$ cat config.mk
export PLATFORM = sky130hd
export DESIGN_NAME = card_cmd_engine
export DESIGN_NICKNAME = d
export VERILOG_FILES = /design/src/rtl/card_cmd_pkg.sv /design/src/rtl/cmd_frame_mux.sv /design/src/rtl/spi_byte_shift.sv /design/src/rtl/card_cmd_engine.sv
export SDC_FILE = /design/constraint.sdc
export NUM_CORES = 1
export LEC_CHECK = 0
export ABC_AREA = 0
export ABC_CLOCK_PERIOD_IN_PS = 8050
export BUFFER_PORTS_ARGS = -buffer_cell sky130_fd_sc_hd__buf_2
export CAP_MARGIN = 40
export CORE_ASPECT_RATIO = 1.4
export CORE_MARGIN = 5
export CORE_UTILIZATION = 51
export DETAILED_ROUTE_END_ITERATION = 7
export PLACE_DENSITY_LB_ADDON = 0.2
export RECOVER_POWER = 25
export SLEW_MARGIN = 20
export SYNTH_ARGS = -nofsm -noshare
export SYNTH_HDL_FRONTEND = slang
export SYNTH_SLANG_ARGS = --single-unit
$ cat constraint.sdc
create_clock -name clk -period 8.05 [get_ports clk]
set_clock_uncertainty 0.1 [all_clocks]
set_input_delay 0.4025 -clock clk [delete_from_list [all_inputs] [get_ports clk]]
set_output_delay 0.4025 -clock clk [all_outputs]
set_load 0.02 [all_outputs]
$ cat src/rtl/card_cmd_pkg.sv
package card_cmd_pkg;

  typedef enum logic [1:0] {
    ERR_NONE    = 2'd0,
    ERR_TIMEOUT = 2'd1,
    ERR_CARD    = 2'd2
  } err_code_t;

  typedef enum logic [1:0] {
    RSP_STATUS = 2'd0,
    RSP_TWO    = 2'd1,
    RSP_FOUR   = 2'd2,
    RSP_ALT    = 2'd3
  } rsp_mode_t;

  typedef enum logic [2:0] {
    ST_IDLE,
    ST_PWR,
    ST_FRAME,
    ST_POLL,
    ST_EXTRA,
    ST_TAIL
  } eng_state_t;

  localparam logic [5:0] OP_GO_IDLE  = 6'd0;
  localparam logic [5:0] OP_IF_COND  = 6'd8;
  localparam logic [7:0] CHK_GO_IDLE = 8'h95;
  localparam logic [7:0] CHK_IF_COND = 8'h87;
  localparam logic [7:0] FILL_BYTE   = 8'hFF;
  localparam int         FRAME_LEN   = 8;

  function automatic logic [7:0] check_byte(input logic [5:0] op);
    case (op)
      OP_GO_IDLE: check_byte = CHK_GO_IDLE;
      OP_IF_COND: check_byte = CHK_IF_COND;
      default:    check_byte = 8'h00;
    endcase
  endfunction

endpackage

$ cat src/rtl/cmd_frame_mux.sv
module cmd_frame_mux
  import card_cmd_pkg::*;
(
  input  logic [5:0]  opcode,
  input  logic [31:0] arg,
  input  logic [2:0]  sel,
  output logic [7:0]  frame_byte
);

  // Byte order on the wire matters: filler, index, argument MSB..LSB, check, filler.
  always_comb begin
    case (sel)
      3'd0:    frame_byte = FILL_BYTE;
      3'd1:    frame_byte = {2'b01, opcode};
      3'd2:    frame_byte = arg[31:24];
      3'd3:    frame_byte = arg[23:16];
      3'd4:    frame_byte = arg[15:8];
      3'd5:    frame_byte = arg[7:0];
      3'd6:    frame_byte = check_byte(opcode);
      default: frame_byte = FILL_BYTE;
    endcase
  end

endmodule

$ cat src/rtl/spi_byte_shift.sv
module spi_byte_shift #(
  parameter int DIV_W = 8
) (
  input  logic             clk,
  input  logic             rst,
  input  logic             start,
  input  logic [DIV_W-1:0] div,
  input  logic [7:0]       tx_byte,
  input  logic             miso,
  output logic             sck,
  output logic             mosi,
  output logic [7:0]       rx_byte,
  output logic             done
);

  logic             active;
  logic [DIV_W-1:0] cnt;
  logic [DIV_W-1:0] div_q;
  logic [2:0]       bitn;
  logic [7:0]       tx_q;
  logic [7:0]       rx_q;

  always_ff @(posedge clk) begin
    if (rst) begin
      active  <= 1'b0;
      cnt     <= '0;
      div_q   <= '0;
      bitn    <= '0;
      tx_q    <= '0;
      rx_q    <= '0;
      rx_byte <= '0;
      sck     <= 1'b0;
      mosi    <= 1'b1;
      done    <= 1'b0;
    end else begin
      done <= 1'b0;
      if (!active) begin
        if (start) begin
          active <= 1'b1;
          tx_q   <= tx_byte;
          mosi   <= tx_byte[7];
          cnt    <= '0;
          bitn   <= '0;
          sck    <= 1'b0;
          div_q  <= div;
        end
      end else if (cnt == div_q) begin
        cnt <= '0;
        if (!sck) begin
          sck  <= 1'b1;
          rx_q <= {rx_q[6:0], miso};
        end else begin
          sck <= 1'b0;
          if (bitn == 3'd7) begin
            active  <= 1'b0;
            done    <= 1'b1;
            rx_byte <= rx_q;
            mosi    <= 1'b1;
          end else begin
            bitn <= bitn + 3'd1;
            tx_q <= {tx_q[6:0], 1'b0};
            mosi <= tx_q[6];
          end
        end
      end else begin
        cnt <= cnt + 1'b1;
      end
    end
  end

  // the engine only requests a byte while the shifter is free
  a_r3_start_when_free: assert property (@(posedge clk) disable iff (rst)
    start |-> !active);

  // data toward the card never moves while SCK is high
  a_r3_mosi_stable_high: assert property (@(posedge clk) disable iff (rst)
    sck |-> $stable(mosi));

  // a byte completes with SCK back at its idle level
  a_r3_done_sck_low: assert property (@(posedge clk) disable iff (rst)
    done |-> !sck && !active);

endmodule

$ cat src/rtl/card_cmd_engine.sv
module card_cmd_engine
  import card_cmd_pkg::*;
#(
  parameter int DIV_W       = 8,
  parameter int SLOW_DIV    = 144,
  parameter int FAST_DIV    = 48,
  parameter int RETRY_LIMIT = 1000,
  parameter int PWR_BYTES   = 20
) (
  input  logic        clk,
  input  logic        rst,
  input  logic        start,
  input  logic        init_start,
  input  logic [5:0]  opcode,
  input  logic [31:0] arg,
  input  logic [1:0]  rsp_mode,
  output logic        busy,
  output logic        done,
  output logic [1:0]  err,
  output logic [15:0] status,
  output logic [31:0] rsp_word,
  output logic        sck,
  output logic        mosi,
  output logic        cs_n,
  input  logic        miso
);

  localparam int CNT_MAX = (RETRY_LIMIT > PWR_BYTES) ? RETRY_LIMIT : PWR_BYTES;
  localparam int CNT_W   = (CNT_MAX < 8) ? 4 : $clog2(CNT_MAX + 1);
  localparam logic [CNT_W-1:0] RETRY_MAX  = CNT_W'(RETRY_LIMIT);
  localparam logic [CNT_W-1:0] PWR_LAST   = CNT_W'(PWR_BYTES - 1);
  localparam logic [CNT_W-1:0] FRAME_LAST = CNT_W'(FRAME_LEN - 1);
  localparam logic [DIV_W-1:0] DIV_SLOW   = DIV_W'(SLOW_DIV);
  localparam logic [DIV_W-1:0] DIV_FAST   = DIV_W'(FAST_DIV);

  eng_state_t       state;
  rsp_mode_t        mode_q;
  err_code_t        err_q;
  logic [5:0]       op_q;
  logic [31:0]      arg_q;
  logic [CNT_W-1:0] idx;
  logic [CNT_W-1:0] retry;
  logic [DIV_W-1:0] div_q;
  logic             kick;
  logic             timed_out;
  logic [7:0]       frame_byte;
  logic [7:0]       tx_byte;
  logic [7:0]       rx_byte;
  logic             sh_done;

  cmd_frame_mux u_frame (
    .opcode     (op_q),
    .arg        (arg_q),
    .sel        (idx[2:0]),
    .frame_byte (frame_byte)
  );

  assign tx_byte = (state == ST_FRAME) ? frame_byte : FILL_BYTE;

  spi_byte_shift #(.DIV_W(DIV_W)) u_shift (
    .clk     (clk),
    .rst     (rst),
    .start   (kick),
    .div     (div_q),
    .tx_byte (tx_byte),
    .miso    (miso),
    .sck     (sck),
    .mosi    (mosi),
    .rx_byte (rx_byte),
    .done    (sh_done)
  );

  assign busy = (state != ST_IDLE);
  assign err  = err_q;

  always_ff @(posedge clk) begin
    if (rst) begin
      state     <= ST_IDLE;
      mode_q    <= RSP_STATUS;
      err_q     <= ERR_NONE;
      op_q      <= '0;
      arg_q     <= '0;
      idx       <= '0;
      retry     <= '0;
      div_q     <= DIV_SLOW;
      kick      <= 1'b0;
      timed_out <= 1'b0;
      status    <= '0;
      rsp_word  <= '0;
      cs_n      <= 1'b1;
      done      <= 1'b0;
    end else begin
      kick <= 1'b0;
      done <= 1'b0;
      case (state)
        ST_IDLE: begin
          if (start) begin
            op_q      <= opcode;
            arg_q     <= arg;
            mode_q    <= rsp_mode_t'(rsp_mode);
            div_q     <= (opcode == OP_GO_IDLE) ? DIV_SLOW : DIV_FAST;
            cs_n      <= 1'b0;
            idx       <= '0;
            retry     <= '0;
            timed_out <= 1'b0;
            status    <= '0;
            rsp_word  <= '0;
            kick      <= 1'b1;
            state     <= ST_FRAME;
          end else if (init_start) begin
            div_q <= DIV_SLOW;
            idx   <= '0;
            kick  <= 1'b1;
            state <= ST_PWR;
          end
        end
        ST_PWR: begin
          if (sh_done) begin
            if (idx == PWR_LAST) begin
              done  <= 1'b1;
              err_q <= ERR_NONE;
              state <= ST_IDLE;
            end else begin
              idx  <= idx + 1'b1;
              kick <= 1'b1;
            end
          end
        end
        ST_FRAME: begin
          if (sh_done) begin
            kick <= 1'b1;
            if (idx == FRAME_LAST) begin
              retry <= CNT_W'(1);
              state <= ST_POLL;
            end else begin
              idx <= idx + 1'b1;
            end
          end
        end
        ST_POLL: begin
          if (sh_done) begin
            kick <= 1'b1;
            if (!rx_byte[7]) begin
              status <= {8'h00, rx_byte};
              idx    <= '0;
              state  <= (mode_q == RSP_TWO || mode_q == RSP_FOUR) ? ST_EXTRA : ST_TAIL;
            end else if (retry == RETRY_MAX) begin
              timed_out <= 1'b1;
              state     <= ST_TAIL;
            end else begin
              retry <= retry + 1'b1;
            end
          end
        end
        ST_EXTRA: begin
          if (sh_done) begin
            kick <= 1'b1;
            if (mode_q == RSP_TWO) begin
              status[15:8] <= rx_byte;
              state        <= ST_TAIL;
            end else begin
              rsp_word <= {rsp_word[23:0], rx_byte};
              if (idx == CNT_W'(3)) state <= ST_TAIL;
              else                  idx   <= idx + 1'b1;
            end
          end
        end
        ST_TAIL: begin
          if (sh_done) begin
            cs_n  <= 1'b1;
            done  <= 1'b1;
            state <= ST_IDLE;
            if (timed_out)                               err_q <= ERR_TIMEOUT;
            else if (status == 16'h0000 || status == 16'h0001) err_q <= ERR_NONE;
            else                                         err_q <= ERR_CARD;
          end
        end
        default: state <= ST_IDLE;
      endcase
    end
  end

  // completion is a single-cycle pulse
  a_r11_done_single: assert property (@(posedge clk) disable iff (rst)
    done |=> !done);

  // the engine is free again when it reports completion
  a_r11_done_not_busy: assert property (@(posedge clk) disable iff (rst)
    done |-> !busy);

  // chip select is released whenever the engine is idle
  a_r12_cs_idle_high: assert property (@(posedge clk) disable iff (rst)
    (state == ST_IDLE) |-> cs_n);

  // the preamble never selects the card
  a_r10_pwr_cs_high: assert property (@(posedge clk) disable iff (rst)
    (state == ST_PWR) |-> cs_n);

  // the poll count stays within the retry bound
  a_r5_retry_bound: assert property (@(posedge clk) disable iff (rst)
    (state == ST_POLL) |-> (retry != '0) && (retry <= RETRY_MAX));

  // the card is selected while polling and reading the reply
  a_r4_cs_low_poll: assert property (@(posedge clk) disable iff (rst)
    (state == ST_POLL || state == ST_EXTRA) |-> !cs_n);

endmodule

Word-level counts from Yosys, hierarchy flattened --
Cells that the tools add are included.
Word-level totals: bits in registers 171, RAM bits 0, memories 0, output and inout port bits 55, latch bits 0, bits in read-only memories 0, input bits 45
Cells by class: add/sub/neg operators 4, div/mod/pow operators 0, shifts and indexed selects 0, mux-type cells 101, bitwise gates (word level) 3, magnitude comparators 0, multiply operators 0, eq/ne operators 44, reductions and logical operators 35
Operator list (number):
- $mux 10 | 17
- $mux 32 | 3
- $mux 8 | 9
- $pmux 32 s2 | 1
- $mux 3 | 18
- $pmux 10 s5 | 1
- $mux 16 | 3
- $pmux 8 s6 | 1
- $mux 7 | 5
- $pmux 8 s2 | 2
- $pmux 10 s3 | 1
- $mux 1 | 28
- $ne 2x2->1 const B | 12
- $pmux 8 s3 | 1
- $add 10x1->10 const B | 2
- $reduce_and 4->1 | 5
- $eq 3x3->1 const B | 6
- $pmux 3 s6 | 1
- $eq 16x1->1 const B | 1
- $logic_not 16->1 | 1
- $ne 2x1->1 const B | 8
- $eq 3x2->1 const B | 4
- $logic_not 6->1 | 2
- $reduce_bool 2->1 | 6
- 30 further kinds | 49

Longest topological paths before layout --
Gate-level depths: netlist of run 1.
depth after elaboration 6, mapped depth 12, mapped depth without buffers 8

Cells and area by module --
A second synthesis of run 1 with hierarchy kept.
Second synthesis, totals: cells, all modules 917, area total of the unflattened synthesis 7490.9 µm²
Modules (own cells, without submodules):
- card_cmd_engine | times used 1, cells each 636, area each 5062.4 µm²
- spi_byte_shift | times used 1, cells each 217, area each 1943.1 µm²
- cmd_frame_mux | times used 1, cells each 64, area each 485.5 µm²

Worst setup path after synthesis of run 1 --
Ideal clock, no wire load.
path kind reg2reg, start point reg idx[2], end point reg u_shift.tx_q[1], slack 5207 ps, cell stages (with the launch flop) 12, data arrival time 2673 ps, path buffers 4, clock period less this slack 2843 ps, data required time 7880 ps, cell sequence dfxtp_1 clkbuf_1 buf_1 clkbuf_1 inv_1 ha_1 buf_1 a211o_1 o21ai_0 nor2_1 a221o_1 a21oi_1
On the way: longest elaborated chain between the ends 5
Ends and longest elaborated chain:
- start, declared | line card_cmd_engine.sv:41 | logic [CNT_W-1:0] idx;
- start signal, assigned | line card_cmd_engine.sv:124 | idx <= idx + 1'b1;
- start signal, assigned | line card_cmd_engine.sv:136 | idx <= idx + 1'b1;
- start signal, assigned | line card_cmd_engine.sv:164 | else idx <= idx + 1'b1;
- $eq 3x3->1, or another cell as far along | line cmd_frame_mux.sv:12 | case (sel)
- $pmux 8 s6 * | line cmd_frame_mux.sv:12
- $mux 8 * | line card_cmd_engine.sv:58 | assign tx_byte = (state == ST_FRAME) ? frame_byte : FILL_BYTE;
- $mux 7 * | line spi_byte_shift.sv:38 | if (start) begin
- $mux 7 * | line spi_byte_shift.sv:37 | if (!active) begin
- end signal, assigned | line spi_byte_shift.sv:40 | tx_q <= tx_byte;
- end signal, assigned | line spi_byte_shift.sv:61 | tx_q <= {tx_q[6:0], 1'b0};
- end, declared | line spi_byte_shift.sv:20 | logic [7:0] tx_q;
Mark *: on every way between the ends. The rest lies on a longest branch, timed or not. The select of a mux whose other input is x is not followed. A chain may end at the register's enable or synchronous reset.

Worst setup path in the final report of run 1 --
start point reg state[2], end point reg idx[4]
On the way: longest elaborated chain between the ends 3
Ends and longest elaborated chain:
- start, declared | line card_cmd_engine.sv:36 | eng_state_t state;
- start signal, assigned | line card_cmd_engine.sv:146 | state <= (mode_q == RSP_TWO || mode_q == RSP_FOUR) ? ST_EXTRA : ST_TAIL;
- $eq 3x2->1, or another cell as far along | line card_cmd_engine.sv:95 | case (state)
- $reduce_bool 5->1 (no source line), or another cell as far along
- $reduce_and 11->1 (no source line)
Parallel ways exist; a longest one is shown, timed or not.

==> impl_metrics.sql, run 1 <==
INSERT INTO impl_metrics (metric_group, metric, value, unit) VALUES
('timing', 'final_period_minus_worst_setup_slack', '3.06', 'ns'),
('clock_network', 'cts-root-buf', 'clkbuf_16', ''),
('clock_network', 'worst_path_clk_slew', '0.07', 'ns'),
('timing', 'report.final.slew_viol_count', '0', ''),
('logic_synthesis', 'synth_most_common_cell', 'nand2_1', ''),
('power_and_ir_drop', 'pwr-share-clk', '0.349', ''),
('logic_synthesis', 'synth-edff-count', '0', ''),
('global_route', 'wire_length_of_the_first_global_routing_pass', '28000', 'um'),
('detailed_routing', 'ant_nets', '0', ''),
('setup_path', 'timing.critical_path.arrival', '3.30', 'ns'),
('final_layout', 'layout-area-overhead-vs-synth', '14.7', '%'),
('detailed_routing', 'routedWlPerCell', '14.8', 'um'),
('global_route', 'track_usage', '0.211', ''),
('logic_synthesis', 'ys_top_cells_by_area', 'dfxtp_1 45%, a21oi_1 9.6%, nand2_1 9.0%', ''),
('clock_network', 'h_tree_levels', '4', ''),
('setup_path', 'timing.critical_path.to_type', 'flop', ''),
('timing', 'max_clock_freq', '327', 'MHz'),
('detailed_routing', 'first_pass_iters', '5', ''),
('logic_synthesis', 'synth_largest_type_area_fraction', '0.451', ''),
('detailed_routing', 'vias', '6309', ''),
('timing', 'final-hold-violation-count', '0', ''),
('final_layout', 'layout-drive-gt1-share', '0.113', ''),
('placed_design', 'placement.io_buffers', '98', ''),
('power_and_ir_drop', 'design_power_total', '2340', 'uW'),
('clock_network', 'cts_buffers', '17', ''),
('power_and_ir_drop', 'internal-power', '1520', 'uW'),
('detailed_routing', 'routed_wl', '16900', 'um'),
('logic_synthesis', 'syn_inst', '883', ''),
('run', 'cap_viol_max_count', '0', ''),
('setup_path', 'worst-r2r-cell-count', '6', ''),
('floorplanning', 'floorplan.initialDensity', '0.512', ''),
('hold_path', 'hold_path_class', 'in2reg', ''),
('logic_synthesis', 'synth_common_cells', '169 x nand2_1, 159 x dfxtp_1, 135 x a21oi_1, 61 x nor2_1, 58 x nand3_1', ''),
('final_layout', 'insertedDiodeCount', '0', ''),
('timing', 'rsz_0062_raised_after_global_routing', 'no', ''),
('power_and_ir_drop', 'irDropWorstVdd', '166', 'uV'),
('setup_path', 'cp_max_fo', '35', ''),
('global_route', 'grt_antenna_before_repair', '0', ''),
('timing', 'tightest_slew', '0.866', 'ns'),
('run_status', 'result_of_the_run', 'completed', ''),
('floorplanning', 'fp.coreArea', '13800', 'um^2'),
('power_and_ir_drop', 'seqPwrFrac', '0.402', ''),
('logic_synthesis', 'netlist-cell-type-count', '63', ''),
('placed_design', 'place_hpwl', '11800', 'um'),
('clock_network', 'cts.repair_timing.setup_buffer_count', '0', ''),
('power_and_ir_drop', 'power-per-cell-area', '288', 'nW/um^2'),
('timing', 'worst_slew_margin_rel', '0.421', ''),
('power_and_ir_drop', 'combPwrFrac', '0.249', ''),
('detailed_routing', 'initialDrtViolationCount', '383', ''),
('floorplanning', 'total_die_area', '16300', 'um^2'),
('logic_synthesis', 'synth-seq-cells', '159', ''),
('clock_network', 'clk_path_buf_depth', '2', ''),
('final_layout', 'fin_nets', '1000', ''),
('final_layout', 'final_cells', '1141', ''),
('floorplanning', 'chipWidth', '109', 'um'),
('setup_path', 'critPathRequiredTime', '8.29', 'ns'),
('floorplanning', 'fp.dieH', '149', 'um'),
('setup_path', 'worst_setup_path_start_kind', 'flop', ''),
('logic_synthesis', 'syn-num-nets', '940', ''),
('placed_design', 'place_inst', '1109', ''),
('logic_synthesis', 'post_synth_instance_area', '7060', 'um^2'),
('final_layout', 'design_area', '8100', 'um^2'),
('floorplanning', 'top_level_ports', '100', ''),
('timing', 'tns', '0', 'ns'),
('clock_network', 'cts_repair_resize_count', '0', ''),
('power_and_ir_drop', 'power_leakage', '0.00287', 'uW'),
('setup_path', 'timing_worst_setup_path_type', 'reg2reg', ''),
('detailed_routing', 'drt_drc_violations_left', '0', ''),
('logic_synthesis', 'async_reset_ff_frac', '0', ''),
('logic_synthesis', 'ys_warn_count', '0', ''),
('final_layout', 'utilization', '0.588', '');
logic make-up (layout without fill, tap and decap cells):
group                    Yosys count  count (layout)  synth area share
AND/OR/NAND/NOR                  389             389             0.263
AO/OA/AOI/OAI                    221             221             0.188
flip-flops                       159             159             0.451
buffers and inverters             83             156            0.0528
adder cells (fa/ha/maj)           12              12            0.0213
XOR/XNOR                          12              12            0.0149
multiplexers                       6               6           0.00886
other                              1               1          0.000531
state kept, by name, summed over array words and instances (netlist names), 2 cells and up:
register,cells
u_shift.rx_byte,8
err,2
u_shift.div_q,3
status,15
retry,10
arg_q,32
u_shift.tx_q,7
op_q,6
u_shift.rx_q,8
div_q,2
u_shift.cnt,8
idx,10
state,3
rsp_word,32
u_shift.bitn,3
mode_q,2
cells in the final DEF (no fill, tap or decap), drive strengths merged, types with 10 or more instances in the layout:
master  instances
and3           10
buf            54
nor2           61
inv            27
dfxtp         159
nand2         169
nand3          58
o21ai          22
nor2b          10
nand2b         15
a21oi         135
ha             12
clkbuf         69
final timing paths:
kind	start	end	slack, ns
worst min-delay path	arg[15]	arg_q[15]	0.11
worst max register to register	state[2]	idx[4]	4.99
worst max-delay path	state[2]	idx[4]	4.99
worst min register to register	rsp_word[27]	rsp_word[27]	0.35
power by group through the flow:
| stage | sequential [uW] | combinational [uW] | clock [uW] |
|---|---|---|---|
| after global placement | 954 | 560 | 0 |
| after floorplan | 915 | 482 | 0 |
| after global routing | 952 | 652 | 859 |
| final | 939 | 582 | 815 |
| after CTS | 938 | 584 | 827 |
| after detailed placement | 955 | 580 | 0 |
metrics by stage:
stage	setup WS, ns	hold WS, ns
2_1_floorplan	5.21	0.332
3_3_place_gp	4.92	0.336
3_5_place_dp	5.02	0.340
4_1_cts	5.02	0.0951
5_1_grt	4.69	0.104
6_report	4.99	0.109
final cells by class:
class / instances / area [um^2] / area share
well taps: 185 / 231 / 0.0286
clock buffers: 17 / 425 / 0.0525
multi-input cells: 641 / 3520 / 0.434
flip-flops and latches: 159 / 3180 / 0.393
clock inverters: 15 / 170 / 0.0210
repair buffers: 106 / 510 / 0.0630
inverters: 18 / 67.6 / 0.00834
worst max-delay path, stage by stage (launching register included):
cell      delay [ns]
dfxtp_1         0.80
nand2b_1        0.20
nor2_2          0.34
buf_4           0.41
nor2_1          0.29
or4b_2          0.67
a21oi_1         0.16
layer usage:
| metal | global-route usage | part of all wire |
|---|---|---|
| met1 | 0.264 | 0.44 |
| met2 | 0.362 | 0.50 |
| met3 | 0.0429 | 0.042 |
| met4 | 0.0630 | 0.016 |
| met5 | 0 | 0 |
(Power assumes the default switching activity.)
==> run 2, diff against run 1 <==
Settings changed: ABC_AREA 0 to 1, ABC_CLOCK_PERIOD_IN_PS 8050 to 2900.
Clock period 8.05 ns to 2.9 ns, I/O delays scaled along.
==> impl_metrics.sql, run 2 <==
INSERT INTO impl_metrics (metric_group, metric, value, unit) VALUES
('power_and_ir_drop', 'irDropWorstVdd', '437', 'uV'),
('hold_path', 'hold_path_class', 'in2reg', ''),
('final_layout', 'insertedDiodeCount', '0', ''),
('run', 'cap_viol_max_count', '0', ''),
('clock_network', 'clk_path_buf_depth', '2', ''),
('logic_synthesis', 'mean_post_synth_cell_area', '6.92', 'um^2'),
('hold_path', 'hp-start', 'start', ''),
('clock_network', 'insertion_delay_to_the_later_sink_of_the_worst_skew_pair', '0.42', 'ns'),
('final_layout', 'final_cells', '1397', ''),
('placed_design', 'place_hpwl', '13800', 'um'),
('logic_synthesis', 'syn_inst', '1079', ''),
('setup_path', 'buffers_inverters_on_critical_path', '3', ''),
('setup_path', 'critPathRequiredTime', '3.09', 'ns'),
('timing', 'final_period_minus_worst_setup_slack', '2.37', 'ns'),
('setup_path', 'timing_worst_setup_path_type', 'reg2reg', ''),
('floorplanning', 'fp.coreArea', '14400', 'um^2'),
('timing', 'tns', '0', 'ns'),
('clock_network', 'clock_sink_count', '159', ''),
('setup_path', 'worstReg2RegEnd', 'status[6]', ''),
('logic_synthesis', 'synth_most_common_cell', 'nand2_1', ''),
('hold_path', 'whs_endpoint', 'arg_q[24]', ''),
('floorplanning', 'fp.dieH', '153', 'um'),
('logic_synthesis', 'seq_area_frac_synth', '0.426', ''),
('setup_path', 'critical_path.top_delay_family', 'simple AND/OR/NAND/NOR gates', ''),
('setup_path', 'worst_setup_path_start_kind', 'flop', ''),
('logic_synthesis', 'ys_top_cells_by_area', 'dfxtp_1 43%, nand2_1 12%, a21oi_1 7.8%', ''),
('final_layout', 'top_regs', 'arg_q: 32 flops, rsp_word: 32 flops, status: 15 flops', ''),
('power_and_ir_drop', 'power_leakage', '0.00352', 'uW'),
('final_layout', 'layout-drive-gt1-share', '0.0902', ''),
('placed_design', 'place_inst', '1325', ''),
('timing', 'worst_slew_margin_rel', '0.562', ''),
('setup_path', 'cp_max_fo', '16', ''),
('detailed_routing', 'first_pass_iters', '6', ''),
('global_route', 'globalRoute.totalOverflow', '0', ''),
('timing', 'report.final.slew_viol_count', '0', ''),
('global_route', 'wire_length_of_the_first_global_routing_pass', '33300', 'um'),
('global_route', 'grt_antenna_before_repair', '0', ''),
('power_and_ir_drop', 'power-per-cell-area', '897', 'nW/um^2'),
('logic_synthesis', 'synth_common_cells', '233 x nand2_1, 159 x dfxtp_1, 147 x nor2_1, 117 x a21oi_1, 101 x inv_1', ''),
('run_status', 'result_of_the_run', 'completed', ''),
('final_layout', 'multi_input_comb_area', '3630', 'um^2'),
('final_layout', 'most_common_cell_after_layout_fill_and_taps_aside', 'nand2_1', ''),
('clock_network', 'cts-root-buf', 'clkbuf_16', ''),
('final_layout', 'fillerInstances', '1415', ''),
('detailed_routing', 'routedWlPerCell', '14.2', 'um'),
('floorplanning', 'top_level_ports', '100', ''),
('detailed_routing', 'vias', '7255', ''),
('detailed_routing', 'routed_wl', '19900', 'um'),
('placed_design', 'placement.setup.worst_slack', '0.523', 'ns'),
('setup_path', 'slowest_stage', 'nor2_2', ''),
('floorplanning', 'total_die_area', '17200', 'um^2'),
('final_layout', 'design_area', '8960', 'um^2'),
('floorplanning', 'floorplan.initialDensity', '0.517', ''),
('clock_network', 'cts_tree', 'done', ''),
('floorplanning', 'std_cell_rows', '52', ''),
('timing', 'worst_case_setup_margin_in_the_final_layout', '0.526', 'ns'),
('final_layout', 'mostFrequentLayoutCells', '232 x nand2_1, 159 x dfxtp_1, 147 x nor2_1', ''),
('setup_path', 'worst-r2r-cell-count', '9', ''),
('setup_path', 'worst_r2r_startpoint', 'state[1]', ''),
('logic_synthesis', 'synth_largest_type_area_fraction', '0.426', ''),
('logic_synthesis', 'yosys_most_used_dff', 'dfxtp_1', ''),
('detailed_routing', 'drt_drc_violations_left', '0', ''),
('logic_synthesis', 'synth-seq-cells', '159', ''),
('global_route', 'track_usage', '0.232', ''),
('logic_synthesis', 'netlist-cell-type-count', '43', ''),
('detailed_routing', 'detail_route.vias_per_cell', '5.19', ''),
('global_route', 'maximum_number_of_pins_on_one_net_before_global_route_repair', '74', ''),
('setup_path', 'cpPeakStageDelay', '0.45', 'ns'),
('detailed_routing', 'initialDrtViolationCount', '625', ''),
('logic_synthesis', 'synth-edff-count', '0', ''),
('logic_synthesis', 'ys_warn_count', '0', ''),
('global_route', 'number_of_global_route_vias_before_repair', '6946', ''),
('setup_path', 'timing.critical_path.arrival', '2.56', 'ns'),
('logic_synthesis', 'syn-num-nets', '1136', ''),
('logic_synthesis', 'netlist.top_cell.by_area', 'dfxtp_1', ''),
('timing', 'tightest_slew', '0.654', 'ns'),
('final_layout', 'regArea', '3180', 'um^2'),
('final_layout', 'layout-area-overhead-vs-synth', '20.0', '%'),
('placed_design', 'placement.io_buffers', '98', ''),
('detailed_routing', 'ant_nets', '0', ''),
('setup_path', 'cp_cell_sequence', 'nand2_1 -> nor2_2 -> inv_2 -> nor2_1 -> inv_1 -> a21oi_4 -> inv_1 -> nand2_1 -> a21oi_1', ''),
('floorplanning', 'chipWidth', '112', 'um'),
('placed_design', 'finalWeightedCongestion', '1.02', ''),
('clock_network', 'h_tree_levels', '4', ''),
('logic_synthesis', 'post_synth_instance_area', '7470', 'um^2'),
('timing', 'rsz_0062_raised_after_global_routing', 'no', ''),
('timing', 'max_clock_freq', '421', 'MHz'),
('hold_path', 'hold_path_depth', '3', ''),
('timing', 'final-hold-violation-count', '0', ''),
('placed_design', 'place_area', '8030', 'um^2'),
('setup_path', 'timing.critical_path.to_type', 'flop', ''),
('setup_path', 'r2r_setup_slack', '0.53', 'ns'),
('final_layout', 'fin_nets', '1253', ''),
('clock_network', 'worst_path_clk_slew', '0.07', 'ns'),
('timing', 'finalSetupViolCount', '0', ''),
('clock_network', 'cts_buffers', '17', ''),
('logic_synthesis', 'async_reset_ff_frac', '0', ''),
('timing', 'min_period_over_period', '0.819', '');
-- run 2: cell count changes after synthesis, moves of 9 or more --
cell / previous run / this run
nand2b_1: 15 / 0
inv_1: 18 / 101
clkbuf_1: 46 / 30
nor2b_1: 10 / 0
nand2_1: 169 / 233
a22o_1: 9 / 0
a21oi_1: 135 / 117
nor2_1: 61 / 147
o21ai_0: 21 / 87
nand3_1: 58 / 82
-- run 2: layer usage --
layer  vias up  part of all wire  global-route usage
li1       3746                 -                   -
met5         -                 0                   0
met2       206              0.52               0.421
met1      3274              0.40               0.269
met4         0             0.019              0.0750
met3        29             0.057              0.0487
-- run 2: worst max-delay path by stage --
stage,from,to,slack [ns],cells after the start
5_1_grt,state[1],status[4],0.29,9
4_1_cts,state[1],status[4],0.53,9
3_5_place_dp,state[1],status[4],0.52,9
2_1_floorplan,idx[0],u_shift.tx_q[4],0.99,11
6_report,state[1],status[6],0.53,9
3_3_place_gp,state[1],status[6],0.57,9
-- run 2: final cells by class --
| type | count | area share |
|---|---|---|
| Timing Repair Buffer | 147 | 0.101 |
| Inverter | 109 | 0.0460 |
| Multi-Input combinational cell | 762 | 0.406 |
| Clock buffer | 17 | 0.0475 |
| Clock inverter | 14 | 0.0176 |
| Tap cell | 189 | 0.0264 |
| Sequential cell | 159 | 0.355 |
-- run 2: timing repair --
action                    CTS  global route
hold endpoints to repair   41             0
gates resized for setup     0             0
hold buffers               41             0
buffers inserted            0             0
-- run 2: cell families after synthesis --
kind of cell    synth area share
xor+xnor                  0.0106
flops                      0.426
buf+inv                   0.0871
fa+ha+maj                 0.0201
other cells             0.000502
compound gates             0.159
simple gates               0.297
-- run 2: worst reg2reg max path: stages, from the launching register on --
cell and delay (ns):
dfxtp_1 0.43, nand2_1 0.10, nor2_2 0.45, inv_2 0.28, nor2_1 0.19, inv_1 0.10, a21oi_4 0.26, inv_1 0.19
nand2_1 0.10, a21oi_1 0.06
-- run 2: report_power, final --
part	internal (uW)	total (uW)	switching, uW
Clock	1280	2220	936
Combinational	869	2940	2070
Sequential	2590	2870	282
Total	4740	8030	3290
-- run 2: per-stage QoR --
step	utilization	power, uW	hold slack, ns
floorplan	-	5100	0.209
CTS	0.625	8090	0.0551
finish	0.620	8030	0.0707
detailed placement	0.556	5820	0.305
global placement	0.556	5790	0.297
global route	0.620	8600	0.0779
